## src/rtl/zsub_line_encoder.sv

```systemverilog
module zsub_line_encoder (
  input  logic clk,
  input  logic rst,
  input  logic din,
  input  logic hdb_mode,
  input  logic enc_bypass,
  input  logic bypass_pos,
  input  logic bypass_neg,
  input  logic all_ones,
  output logic pos_out,
  output logic neg_out
);
  localparam logic [1:0] S_ZERO = 2'd0;
  localparam logic [1:0] S_MARK = 2'd1;
  localparam logic [1:0] S_BPUL = 2'd2;
  localparam logic [1:0] S_VIOL = 2'd3;

  logic [3:0][1:0] pipe, pipe_nx;
  logic [1:0] tap;
  logic last_pos, odd_cnt, odd_eff, run_clear, subst;

  assign tap       = hdb_mode ? pipe[3] : pipe[2];
  assign run_clear = (pipe[0] == S_ZERO) && (pipe[1] == S_ZERO) &&
                     (!hdb_mode || pipe[2] == S_ZERO);
  assign subst     = !din && run_clear;

  always_comb begin
    case (tap)
      S_VIOL:         odd_eff = 1'b0;
      S_MARK, S_BPUL: odd_eff = !odd_cnt;
      default:        odd_eff = odd_cnt;
    endcase
  end

  always_comb begin
    pipe_nx = {pipe[2:0], din ? S_MARK : S_ZERO};
    if (subst) begin
      pipe_nx[0] = S_VIOL;
      if (!odd_eff) begin
        if (hdb_mode) pipe_nx[3] = S_BPUL;
        else          pipe_nx[2] = S_BPUL;
      end
    end
  end

  always_ff @(posedge clk) begin
    if (rst) begin
      pipe     <= '0;
      last_pos <= 1'b0;
      odd_cnt  <= 1'b0;
      pos_out  <= 1'b0;
      neg_out  <= 1'b0;
    end else begin
      pipe <= pipe_nx;
      if (all_ones) begin
        pos_out  <= !last_pos;
        neg_out  <= last_pos;
        last_pos <= !last_pos;
        odd_cnt  <= !odd_cnt;
      end else if (enc_bypass) begin
        pos_out <= bypass_pos;
        neg_out <= bypass_neg;
      end else begin
        odd_cnt <= odd_eff;
        case (tap)
          S_MARK, S_BPUL: begin
            pos_out  <= !last_pos;
            neg_out  <= last_pos;
            last_pos <= !last_pos;
          end
          S_VIOL: begin
            pos_out <= last_pos;
            neg_out <= !last_pos;
          end
          default: begin
            pos_out <= 1'b0;
            neg_out <= 1'b0;
          end
        endcase
      end
    end
  end

  p_reset_quiet_r1: assert property (@(posedge clk)
    $past(rst) |-> (!pos_out && !neg_out));

  p_one_rail_r2: assert property (@(posedge clk) disable iff (rst)
    (pos_out && neg_out) |-> $past(enc_bypass && !all_ones));

  p_bypass_pass_r8: assert property (@(posedge clk) disable iff (rst)
    (enc_bypass && !all_ones) |=>
      (pos_out == $past(bypass_pos) && neg_out == $past(bypass_neg)));

  p_all_ones_mark_r9: assert property (@(posedge clk) disable iff (rst)
    all_ones |=> (pos_out ^ neg_out));

  p_all_ones_alt_r9: assert property (@(posedge clk) disable iff (rst)
    (all_ones && $past(all_ones) && pos_out) |=> neg_out);
endmodule

```

## config.mk

```make
export PLATFORM = sky130hd
export DESIGN_NAME = zsub_line_encoder
export DESIGN_NICKNAME = d
export VERILOG_FILES = /design/src/rtl/zsub_line_encoder.sv
export SDC_FILE = /design/constraint.sdc
export NUM_CORES = 1
export LEC_CHECK = 0
export ABC_AREA = 1
export CAP_MARGIN = 20
export CORE_AREA = 4 4 41 43
export CTS_CLUSTER_DIAMETER = 150
export DETAILED_ROUTE_END_ITERATION = 8
export DIE_AREA = 0 0 45 47
export DONT_BUFFER_PORTS = 1
export SYNTH_ARGS = -nofsm -noshare
export SYNTH_HDL_FRONTEND = slang
export SYNTH_SLANG_ARGS = --single-unit
export TNS_END_PERCENT = 100
```

## constraint.sdc

```tcl
create_clock -name clk -period 1.9 [get_ports clk]
set_clock_uncertainty 0.2 [all_clocks]
set_input_delay 0 -clock clk [delete_from_list [all_inputs] [get_ports clk]]
set_output_delay 0 -clock clk [all_outputs]
set_load 0.01 [all_outputs]
```

==> results of run 1 <==
==> sequential cells by signal, indices dropped and copies added, names as in the netlist <==
register  count
pipe          8
neg_out       1
odd_cnt       1
last_pos      1
pos_out       1
==> cell type report <==
cell class / instances / area, um^2
multi-input combinational: 48 / 254
inverter: 15 / 56.3
fill: 129 / 626
clock buffer: 4 / 36.3
timing repair buffer: 7 / 70.1
sequential: 12 / 240
tap: 15 / 18.8
==> synth_stat cells <==
cell type / count
a21oi_1: 5
o21bai_1: 1
a22oi_1: 1
nand2_2: 1
clkbuf_1: 1
nand2_1: 5
o21ai_0: 5
o21ai_2: 2
nand3_1: 4
and3_1: 1
inv_1: 11
or2_1: 1
dfxtp_1: 12
nand3_2: 1
ha_1: 2
nor2_1: 18
nor2_4: 1
inv_2: 4
==> metrics by stage <==
step	cell area (um^2)	hold WS (ns)	std cells
after CTS	676	0.109	101
after global routing	676	0.202	101
final	676	0.111	101
after floorplan	554	-0.0378	76
after global placement	569	-0.127	90
after detailed placement	569	-0.125	90
==> critical path: stages <==
cell and delay (ns):
dlygate4sd3_1 0.63, inv_2 0.06, or2_1 0.21, o21ai_2 0.08, ha_1 0.28, nand3_1 0.13, nand3_1 0.08, a22oi_1 0.15
nor2_1 0.05
==> cells in the final DEF (no fill, tap or decap) <==
cell type	count
nand2_1	5
nor2_1	18
clkbuf_8	1
dlygate4sd3_1	7
and3_1	1
a22oi_1	1
o21bai_1	1
nand3_2	1
ha_1	2
o21ai_0	5
nand2_2	1
inv_2	4
or2_1	1
o21ai_2	2
nand3_1	4
inv_1	11
a21oi_1	5
nor2_4	1
clkbuf_4	3
dfxtp_1	12
==> report_power, final <==
group          switching (mW)  total, mW  internal, mW  leakage (nW)
sequential             0.0112      0.280         0.268        0.0989
clock                  0.0886      0.205         0.117        0.0210
combinational          0.0515     0.0914        0.0399         0.198
total                   0.151      0.576         0.425         0.318
==> worst paths after layout <==
kind / slack (ns) / end / from
min reg2reg: 0.23 / pipe[3]$_SDFF_PP0_ / pipe[1]$_SDFF_PP0_
max: 0.18 / odd_cnt$_SDFFE_PP0P_ / hdb_mode
min: 0.11 / neg_out$_SDFF_PP0_ / hdb_mode
max reg2reg: 0.23 / odd_cnt$_SDFFE_PP0P_ / pipe[5]$_SDFF_PP0_
==> logic make-up after synthesis <==
kind of cell / count (synthesis) / share of synthesized area (%)
DFF: 12 / 43.3
adders and majority gates: 2 / 4.51
and+or+nand+nor: 32 / 26.4
buffers and inverters: 16 / 10.8
AOI/OAI and AO/OA: 14 / 14.9
==> per-layer routing <==
| metal | track usage (%) | vias up | share of wire (%) |
|---|---|---|---|
| met2 | 17.5 | 9 | 40 |
| met3 | 2.30 | 4 | 3.9 |
| met1 | 14.7 | 193 | 53 |
| met5 | 0 | - | 0 |
| li1 | - | 254 | - |
| met4 | 12.3 | 0 | 2.9 |
==> run_summary.xml, run 1 <==
<?xml version="1.0" encoding="UTF-8"?>
<metrics>
  <group name="synthesis">
    <metric name="synth_area_per_cell" unit="um^2">7.29</metric>
    <metric name="yosys-top-cells-area" unit="">dfxtp_1, nor2_1, inv_1</metric>
    <metric name="synth-seq-cells" unit="">12</metric>
    <metric name="post_synth_inst_count" unit="">76</metric>
    <metric name="netlist.area_leader.share" unit="%">43.3</metric>
    <metric name="yosysSeqAreaShare" unit="%">43.3</metric>
    <metric name="yosys_warnings" unit="">0</metric>
    <metric name="syn_nets" unit="">86</metric>
    <metric name="synthesis.area" unit="um^2">554</metric>
    <metric name="number_of_library_cell_types_mapped_by_synthesis" unit="">18</metric>
    <metric name="post-synth-top-area-cell" unit="">dfxtp_1</metric>
  </group>
  <group name="floorplanning">
    <metric name="core_area" unit="um^2">1300</metric>
    <metric name="die_height" unit="um">47</metric>
    <metric name="row_count" unit="">13</metric>
    <metric name="top_level_ports" unit="">10</metric>
    <metric name="floorplan.die.width" unit="um">45</metric>
    <metric name="die-area" unit="um^2">2120</metric>
    <metric name="start_util" unit="%">42.6</metric>
  </group>
  <group name="route">
    <metric name="drt-wirelength-per-cell" unit="um">10.6</metric>
    <metric name="drc" unit="">0</metric>
    <metric name="num_vias" unit="">460</metric>
    <metric name="drt.antenna.violating_nets" unit="">0</metric>
    <metric name="postRouteWirelength" unit="mm">1.07</metric>
    <metric name="viasPerCell" unit="">4.55</metric>
    <metric name="drt_iter0_drc" unit="">7</metric>
    <metric name="drtPass1Iterations" unit="">4</metric>
  </group>
  <group name="timing">
    <metric name="setup_viol_count_final" unit="">0</metric>
    <metric name="transition_at_the_pin_with_the_smallest_max_transition_slack" unit="ns">0.409</metric>
    <metric name="hold_violations_final" unit="">0</metric>
    <metric name="timing.fmax" unit="MHz">581</metric>
    <metric name="period_share" unit="%">90.5</metric>
    <metric name="timing_max_transition_violations_final" unit="">0</metric>
    <metric name="period_needed" unit="ns">1.72</metric>
    <metric name="tns" unit="ns">0</metric>
    <metric name="setup_repair_after_global_routing_missed_its_margin" unit="">no</metric>
    <metric name="slew_headroom" unit="%">72.6</metric>
    <metric name="postLayoutSetupSlackWorst" unit="ns">0.180</metric>
  </group>
  <group name="clock_tree">
    <metric name="cts.reportedPaths.clkPinSlew" unit="ns">0.08</metric>
    <metric name="cts_resized" unit="">0</metric>
    <metric name="cts_inserted_buffers" unit="">3</metric>
    <metric name="cts_htree_levels" unit="">1</metric>
    <metric name="cts_tree" unit="">built</metric>
    <metric name="cts_root_buffer" unit="">clkbuf_4</metric>
    <metric name="worst_skew_pair.late_latency" unit="ns">0.28</metric>
    <metric name="post-cts-setup-buffer-count" unit="">0</metric>
    <metric name="cts.sinks" unit="">12</metric>
    <metric name="hold_buffers" unit="">7</metric>
    <metric name="clk_path_buf_depth" unit="">2</metric>
  </group>
  <group name="critical_path">
    <metric name="worstSetupEndpointType" unit="">register</metric>
    <metric name="worst-endpoint-required" unit="ns">1.86</metric>
    <metric name="critical_path.startpoint_type" unit="">primary input</metric>
    <metric name="worst_r2r_path_depth" unit="">8</metric>
    <metric name="timing.critical_path.arrival" unit="ns">1.68</metric>
    <metric name="timing.setup.critical_path_class" unit="">primary input to register</metric>
    <metric name="worst-path-max-fanout" unit="">3</metric>
  </group>
  <group name="global_route">
    <metric name="grt_use_total" unit="%">12.1</metric>
    <metric name="initial_antenna_violation_count" unit="">0</metric>
    <metric name="vias_in_the_first_global_route" unit="">445</metric>
    <metric name="grt_max_degree" unit="">12</metric>
    <metric name="grt_overflow_total" unit="">0</metric>
    <metric name="wire_length_of_the_first_global_routing_pass" unit="mm">1.75</metric>
  </group>
  <group name="finish">
    <metric name="diodes" unit="">0</metric>
    <metric name="area_growth_syn_to_layout" unit="%">21.9</metric>
    <metric name="final_net_count" unit="">97</metric>
    <metric name="final_util" unit="%">51.9</metric>
    <metric name="drive_above_1_share" unit="%">15.1</metric>
  </group>
  <group name="placed_design">
    <metric name="dp_hpwl" unit="um">756</metric>
    <metric name="portBuffers" unit="">0</metric>
    <metric name="placement.setup.worst_slack" unit="ns">0.251</metric>
    <metric name="gpl.final_weighted_congestion" unit="">0.708</metric>
  </group>
  <group name="pwr">
    <metric name="power.static_leakage" unit="nW">0.318</metric>
    <metric name="ir_worst_vdd" unit="mV">0.376</metric>
    <metric name="power.density_cell_area" unit="nW/um^2">853</metric>
    <metric name="report.power.total" unit="mW">0.576</metric>
  </group>
  <group name="min_path">
    <metric name="worstHoldPathType" unit="">primary input to register</metric>
    <metric name="worstHoldPathCells" unit="">7</metric>
  </group>
  <group name="flow_run">
    <metric name="maxCapViolations" unit="">0</metric>
  </group>
  <group name="run_status">
    <metric name="status" unit="">finished clean</metric>
  </group>
</metrics>
No activity file was read; power rests on OpenSTA's default activity.
==> run 2: changes to the inputs <==
--- a/config.mk
+++ b/config.mk
@@ -8,10 +8,12 @@
 export ABC_AREA = 1
 export CAP_MARGIN = 20
 export CORE_AREA = 4 4 41 43
+export CTS_BUF_LIST = sky130_fd_sc_hd__clkbuf_4 sky130_fd_sc_hd__clkbuf_8
 export CTS_CLUSTER_DIAMETER = 150
 export DETAILED_ROUTE_END_ITERATION = 8
 export DIE_AREA = 0 0 45 47
 export DONT_BUFFER_PORTS = 1
+export GPL_TIMING_DRIVEN = 0
 export SYNTH_ARGS = -nofsm -noshare
 export SYNTH_HDL_FRONTEND = slang
 export SYNTH_SLANG_ARGS = --single-unit
==> run_summary.xml, run 2 (synthesis gave the netlist of run 1 again) <==
<?xml version="1.0" encoding="UTF-8"?>
<metrics>
  <group name="run_status">
    <metric name="status" unit="">finished clean</metric>
  </group>
  <group name="global_route">
    <metric name="vias_in_the_first_global_route" unit="">418</metric>
    <metric name="wire_length_of_the_first_global_routing_pass" unit="mm">1.66</metric>
    <metric name="grt_use_total" unit="%">11.3</metric>
    <metric name="grt_max_degree" unit="">11</metric>
    <metric name="initial_antenna_violation_count" unit="">0</metric>
    <metric name="grt_overflow_total" unit="">0</metric>
  </group>
  <group name="route">
    <metric name="drc" unit="">0</metric>
    <metric name="postRouteWirelength" unit="um">974</metric>
    <metric name="num_vias" unit="">487</metric>
    <metric name="drt.antenna.violating_nets" unit="">0</metric>
    <metric name="route.met2.wl" unit="um">424</metric>
    <metric name="drtPass1Iterations" unit="">4</metric>
    <metric name="topRoutingLayerUsed" unit="">met4</metric>
    <metric name="drt_iter0_drc" unit="">4</metric>
    <metric name="m1WireLength" unit="um">463</metric>
    <metric name="drt-wirelength-per-cell" unit="um">9.46</metric>
    <metric name="route.met3.wl" unit="um">60</metric>
    <metric name="viasPerCell" unit="">4.73</metric>
  </group>
  <group name="critical_path">
    <metric name="timing.rr.end" unit="">neg_out$_SDFF_PP0_</metric>
    <metric name="worst-endpoint-required" unit="ns">1.84</metric>
    <metric name="worstSetupEndpointType" unit="">register</metric>
    <metric name="cp_capture_point" unit="">neg_out$_SDFF_PP0_</metric>
    <metric name="timing.setup.critical_path_class" unit="">primary input to register</metric>
    <metric name="worstReg2RegStart" unit="">pipe[5]$_SDFF_PP0_</metric>
    <metric name="critical_path.startpoint_type" unit="">primary input</metric>
    <metric name="reg2reg_setup_slack" unit="ns">0.22</metric>
    <metric name="worst-path-max-fanout" unit="">3</metric>
    <metric name="timing.critical_path.arrival" unit="ns">1.66</metric>
    <metric name="worst_r2r_path_depth" unit="">8</metric>
    <metric name="critPathLaunch" unit="">hdb_mode</metric>
  </group>
  <group name="clock_tree">
    <metric name="cts_inserted_buffers" unit="">3</metric>
    <metric name="post-cts-setup-buffer-count" unit="">0</metric>
    <metric name="cts_htree_levels" unit="">1</metric>
    <metric name="cts_root_buffer" unit="">clkbuf_4</metric>
    <metric name="worst_skew_pair.late_latency" unit="ns">0.26</metric>
    <metric name="cts.reportedPaths.clkPinSlew" unit="ns">0.07</metric>
    <metric name="cts_resized" unit="">0</metric>
    <metric name="cts.sinks" unit="">12</metric>
    <metric name="clk_path_buf_depth" unit="">2</metric>
    <metric name="cts_tree" unit="">built</metric>
    <metric name="hold_buffers" unit="">8</metric>
  </group>
  <group name="pwr">
    <metric name="power.static_leakage" unit="nW">0.324</metric>
    <metric name="report.power.total" unit="mW">0.570</metric>
    <metric name="power.density_cell_area" unit="nW/um^2">826</metric>
    <metric name="ir_worst_vdd" unit="mV">0.463</metric>
  </group>
  <group name="placed_design">
    <metric name="gpl.final_weighted_congestion" unit="">0.784</metric>
    <metric name="place.detailed.instances" unit="">91</metric>
    <metric name="placement.setup.worst_slack" unit="ns">0.232</metric>
    <metric name="portBuffers" unit="">0</metric>
  </group>
  <group name="floorplanning">
    <metric name="die_height" unit="um">47</metric>
    <metric name="core_area" unit="um^2">1300</metric>
    <metric name="row_count" unit="">13</metric>
    <metric name="top_level_ports" unit="">10</metric>
    <metric name="floorplan.die.width" unit="um">45</metric>
    <metric name="start_util" unit="%">42.6</metric>
    <metric name="die-area" unit="um^2">2120</metric>
  </group>
  <group name="finish">
    <metric name="finish.cell_count_without_fillers" unit="">103</metric>
    <metric name="drive_above_1_share" unit="%">14.8</metric>
    <metric name="final_net_count" unit="">99</metric>
    <metric name="final_util" unit="%">53.0</metric>
    <metric name="final_cell_mix" unit="">nor2_1, dfxtp_1, inv_1, dlygate4sd3_1</metric>
    <metric name="sequential_cell_area" unit="um^2">240</metric>
    <metric name="area_growth_syn_to_layout" unit="%">24.4</metric>
    <metric name="final.fill_count" unit="">137</metric>
    <metric name="largest_reg_flops" unit="">8</metric>
    <metric name="diodes" unit="">0</metric>
    <metric name="most_common_cell_after_layout_fill_and_taps_aside" unit="">nor2_1</metric>
    <metric name="area_occupied_by_multi_input_gates" unit="um^2">254</metric>
    <metric name="regMostFlops" unit="">pipe</metric>
  </group>
  <group name="timing">
    <metric name="hold_violations_final" unit="">0</metric>
    <metric name="period_needed" unit="ns">1.72</metric>
    <metric name="transition_at_the_pin_with_the_smallest_max_transition_slack" unit="ns">0.426</metric>
    <metric name="setup_repair_after_global_routing_missed_its_margin" unit="">no</metric>
    <metric name="setup_viol_count_final" unit="">0</metric>
    <metric name="tns" unit="ns">0</metric>
    <metric name="timing.fmax" unit="MHz">580</metric>
    <metric name="slew_headroom" unit="%">71.6</metric>
    <metric name="period_share" unit="%">90.7</metric>
    <metric name="postLayoutSetupSlackWorst" unit="ns">0.176</metric>
    <metric name="timing_max_transition_violations_final" unit="">0</metric>
  </group>
  <group name="min_path">
    <metric name="worstHoldPathType" unit="">primary input to register</metric>
  </group>
  <group name="flow_run">
    <metric name="maxCapViolations" unit="">0</metric>
  </group>
</metrics>
-- run 2: worst min-delay path by stage --
stage / start / end / depth (start not counted)
after CTS: hdb_mode / pos_out$_SDFF_PP0_ / 6
after global routing: hdb_mode / pos_out$_SDFF_PP0_ / 6
after detailed placement: rst / last_pos$_SDFFE_PP0P_ / 3
after floorplan: all_ones / neg_out$_SDFF_PP0_ / 2
final: hdb_mode / pos_out$_SDFF_PP0_ / 6
after global placement: din / pipe[0]$_SDFF_PP0_ / 2
-- run 2: critical path, stage by stage --
cell and delay (ns):
dlygate4sd3_1 0.61, inv_2 0.06, or2_1 0.21, o21ai_2 0.08, ha_1 0.28, inv_1 0.08
o21ai_0 0.06, o21ai_0 0.18, a21oi_1 0.10
-- run 2: power breakdown --
| part | internal, mW | leakage (nW) | total [mW] | switching, mW |
|---|---|---|---|---|
| Combinational | 0.0427 | 0.204 | 0.0941 | 0.0515 |
| Sequential | 0.269 | 0.0989 | 0.279 | 0.0107 |
| Clock | 0.116 | 0.0210 | 0.196 | 0.0799 |
| Total | 0.427 | 0.324 | 0.570 | 0.142 |
-- run 2: layout make-up --
cell class | instances | area share, %
multi-input cells | 48 | 36.8
flip-flops and latches | 12 | 34.8
repair buffers | 8 | 11.6
inverters | 15 | 8.17
clock buffers | 4 | 5.26
well taps | 15 | 2.72
plain buffers | 1 | 0.544
-- run 2: layer usage --
metal	track usage (%)	vias to the layer above
li1	-	265
met3	2.68	4
met5	0	-
met1	13.8	207
met2	16.9	11
met4	8.77	0
-- run 2: per-stage QoR --
step | hold WS, ns | cell area, um^2
6_report | 0.153 | 689
5_1_grt | 0.187 | 689
4_1_cts | 0.153 | 689
3_5_place_dp | -0.0184 | 573
3_3_place_gp | -0.0185 | 573
2_1_floorplan | -0.0378 | 554
==> run 3: changes to the inputs <==
--- a/config.mk
+++ b/config.mk
@@ -7,11 +7,11 @@
 export LEC_CHECK = 0
 export ABC_AREA = 1
 export CAP_MARGIN = 20
-export CORE_AREA = 4 4 41 43
+export CORE_MARGIN = 4
+export CORE_UTILIZATION = 34
 export CTS_BUF_LIST = sky130_fd_sc_hd__clkbuf_4 sky130_fd_sc_hd__clkbuf_8
 export CTS_CLUSTER_DIAMETER = 150
 export DETAILED_ROUTE_END_ITERATION = 8
-export DIE_AREA = 0 0 45 47
 export DONT_BUFFER_PORTS = 1
 export GPL_TIMING_DRIVEN = 0
 export SYNTH_ARGS = -nofsm -noshare
==> run_summary.xml, run 3 (synthesis gave the netlist of run 1 again) <==
<?xml version="1.0" encoding="UTF-8"?>
<metrics>
  <group name="run_status">
    <metric name="status" unit="">finished clean</metric>
  </group>
  <group name="route">
    <metric name="viasPerCell" unit="">4.67</metric>
    <metric name="drt_iter0_drc" unit="">15</metric>
    <metric name="postRouteWirelength" unit="mm">1.05</metric>
    <metric name="drc" unit="">0</metric>
    <metric name="drt-wirelength-per-cell" unit="um">10.1</metric>
    <metric name="drt.antenna.violating_nets" unit="">0</metric>
    <metric name="num_vias" unit="">486</metric>
    <metric name="drtPass1Iterations" unit="">4</metric>
  </group>
  <group name="placed_design">
    <metric name="gpl.final_weighted_congestion" unit="">0.766</metric>
    <metric name="dp_hpwl" unit="um">755</metric>
    <metric name="portBuffers" unit="">0</metric>
    <metric name="place.detailed.instances" unit="">92</metric>
  </group>
  <group name="timing">
    <metric name="hold_violations_final" unit="">0</metric>
    <metric name="timing.fmax" unit="MHz">567</metric>
    <metric name="transition_at_the_pin_with_the_smallest_max_transition_slack" unit="ns">0.409</metric>
    <metric name="timing_max_transition_violations_final" unit="">0</metric>
    <metric name="period_share" unit="%">92.8</metric>
    <metric name="setup_repair_after_global_routing_missed_its_margin" unit="">no</metric>
    <metric name="period_needed" unit="ns">1.76</metric>
    <metric name="tns" unit="ns">0</metric>
    <metric name="hold_ws" unit="ns">0.185</metric>
    <metric name="slew_headroom" unit="%">72.7</metric>
    <metric name="setup_viol_count_final" unit="">0</metric>
  </group>
  <group name="critical_path">
    <metric name="reg2reg_setup_slack" unit="ns">0.19</metric>
    <metric name="critical_path.slowest_cell" unit="">dlygate4sd3_1</metric>
    <metric name="timing.setup.critical_path_class" unit="">primary input to register</metric>
    <metric name="timing.critical_path.cells" unit="">dlygate4sd3_1 &gt; inv_2 &gt; or2_1 &gt; o21ai_2 &gt; ha_1 &gt; inv_1 &gt; o21ai_0 &gt; o21ai_0 &gt; a21oi_1</metric>
    <metric name="cpPeakStageDelay" unit="ns">0.61</metric>
    <metric name="timing.critical_path.arrival" unit="ns">1.71</metric>
    <metric name="cpMostUsedCell" unit="">o21ai_0</metric>
    <metric name="worstReg2RegStart" unit="">pipe[5]$_SDFF_PP0_</metric>
    <metric name="worst_r2r_path_depth" unit="">8</metric>
    <metric name="cp_num_buf_inv" unit="">3</metric>
    <metric name="timing.rr.end" unit="">neg_out$_SDFF_PP0_</metric>
    <metric name="worst-endpoint-required" unit="ns">1.84</metric>
    <metric name="critical_path.startpoint_type" unit="">primary input</metric>
    <metric name="worst-path-max-fanout" unit="">3</metric>
    <metric name="worstSetupEndpointType" unit="">register</metric>
    <metric name="cp_top_family" unit="">buffers and inverters</metric>
  </group>
  <group name="floorplanning">
    <metric name="row_count" unit="">14</metric>
    <metric name="core_area" unit="um^2">1520</metric>
    <metric name="start_util" unit="%">36.4</metric>
    <metric name="die_height" unit="um">48.4</metric>
    <metric name="floorplan.die.width" unit="um">48.4</metric>
    <metric name="top_level_ports" unit="">10</metric>
    <metric name="die-area" unit="um^2">2340</metric>
  </group>
  <group name="finish">
    <metric name="diodes" unit="">0</metric>
    <metric name="finish.cell_count_without_fillers" unit="">104</metric>
    <metric name="most_common_cell_after_layout_fill_and_taps_aside" unit="">nor2_1</metric>
    <metric name="final.fill_count" unit="">165</metric>
    <metric name="regMostFlops" unit="">pipe</metric>
    <metric name="area_growth_syn_to_layout" unit="%">24.6</metric>
    <metric name="drive_above_1_share" unit="%">14.8</metric>
    <metric name="largest_reg_flops" unit="">8</metric>
    <metric name="final_cell_mix" unit="">nor2_1, dfxtp_1, inv_1, dlygate4sd3_1</metric>
    <metric name="final_net_count" unit="">99</metric>
    <metric name="final_util" unit="%">45.3</metric>
  </group>
  <group name="pwr">
    <metric name="power_switching" unit="mW">0.145</metric>
    <metric name="p_clk_share" unit="%">34.7</metric>
    <metric name="ir_worst_vdd" unit="mV">0.387</metric>
    <metric name="power.density_cell_area" unit="nW/um^2">829</metric>
    <metric name="report.power.total" unit="mW">0.573</metric>
    <metric name="pwr-share-seq" unit="%">48.7</metric>
    <metric name="share_comb_of_total_power" unit="%">16.6</metric>
    <metric name="switching_share" unit="%">25.3</metric>
    <metric name="internal_power" unit="mW">0.428</metric>
    <metric name="power.static_leakage" unit="nW">0.324</metric>
  </group>
  <group name="global_route">
    <metric name="grt_overflow_total" unit="">0</metric>
    <metric name="grt_use_total" unit="%">9.61</metric>
    <metric name="grt_max_degree" unit="">11</metric>
    <metric name="wire_length_of_the_first_global_routing_pass" unit="mm">1.78</metric>
    <metric name="initial_antenna_violation_count" unit="">0</metric>
    <metric name="vias_in_the_first_global_route" unit="">438</metric>
  </group>
  <group name="flow_run">
    <metric name="maxCapViolations" unit="">0</metric>
  </group>
  <group name="clock_tree">
    <metric name="clk_path_buf_depth" unit="">2</metric>
    <metric name="cts.sinks" unit="">12</metric>
    <metric name="worst_skew_pair.late_latency" unit="ns">0.27</metric>
    <metric name="cts_htree_levels" unit="">1</metric>
    <metric name="cts_root_buffer" unit="">clkbuf_4</metric>
    <metric name="cts_tree" unit="">built</metric>
    <metric name="post-cts-setup-buffer-count" unit="">0</metric>
    <metric name="cts_inserted_buffers" unit="">3</metric>
    <metric name="cts.reportedPaths.clkPinSlew" unit="ns">0.07</metric>
  </group>
  <group name="min_path">
    <metric name="worstHoldPathCells" unit="">5</metric>
    <metric name="min_delay_worst_endpoint" unit="">last_pos$_SDFFE_PP0P_</metric>
    <metric name="worstHoldPathType" unit="">primary input to register</metric>
    <metric name="worst_hold_startpoint" unit="">hdb_mode</metric>
  </group>
</metrics>
==> run 3: power by group through the flow <==
stage / Clock [mW] / Combinational [mW] / Sequential (mW)
detailed placement: 0 / 0.0777 / 0.285
global placement: 0 / 0.0757 / 0.285
floorplan: 0 / 0.0654 / 0.283
finish: 0.199 / 0.0952 / 0.279
global route: 0.211 / 0.110 / 0.281
CTS: 0.206 / 0.0957 / 0.279
==> run 3: worst min-delay path: cells and delay by family <==
kind | cells | cell delay [ns]
AOI/OAI and AO/OA | 3 | 0.38
adders and majority gates | 1 | 0.18
buffers and inverters | 1 | 0.05
==> run 3: routing by layer <==
metal / routed length (um) / GRT usage, % / vias up
met3: 60 / 2.76 / 5
met1: 493 / 12.3 / 211
met2: 467 / 13.5 / 12
met4: 27 / 6.91 / 0
li1: - / - / 258
met5: 0 / 0 / -
==> run 3: area by class of cell <==
cell class                      count  area [um^2]  share of cell area [%]
Multi-Input combinational cell     48          254                    36.8
Sequential cell                    12          240                    34.8
Timing Repair Buffer                8         80.1                    11.6
Inverter                           15         56.3                    8.15
Clock buffer                        4         36.3                    5.25
Tap cell                           16         20.0                    2.90
Buffer                              1         3.75                   0.543
==> run 3: per-stage QoR <==
| step | worst slack (ns) | area [um^2] |
|---|---|---|
| floorplan | 0.365 | 554 |
| global placement | 0.235 | 574 |
| detailed placement | 0.212 | 574 |
| CTS | 0.159 | 691 |
| global route | 0.0432 | 691 |
| finish | 0.137 | 691 |
==> run 3: worst max path at each step <==
| stage | startpoint | to | slack (ns) | cells past startpoint |
|---|---|---|---|---|
| after floorplan | pipe[5]$_SDFF_PP0_ | odd_cnt$_SDFFE_PP0P_ | 0.37 | 8 |
| after global placement | pipe[5]$_SDFF_PP0_ | neg_out$_SDFF_PP0_ | 0.23 | 8 |
| after detailed placement | pipe[5]$_SDFF_PP0_ | neg_out$_SDFF_PP0_ | 0.21 | 8 |
| after CTS | hdb_mode | neg_out$_SDFF_PP0_ | 0.16 | 9 |
| after global routing | hdb_mode | odd_cnt$_SDFFE_PP0P_ | 0.04 | 9 |
| final | hdb_mode | neg_out$_SDFF_PP0_ | 0.14 | 9 |
==> run 3: what timing repair did <==
item	CTS	global route
hold buffers	8	0
endpoints found under the hold margin	12	0
resized for setup	0	0
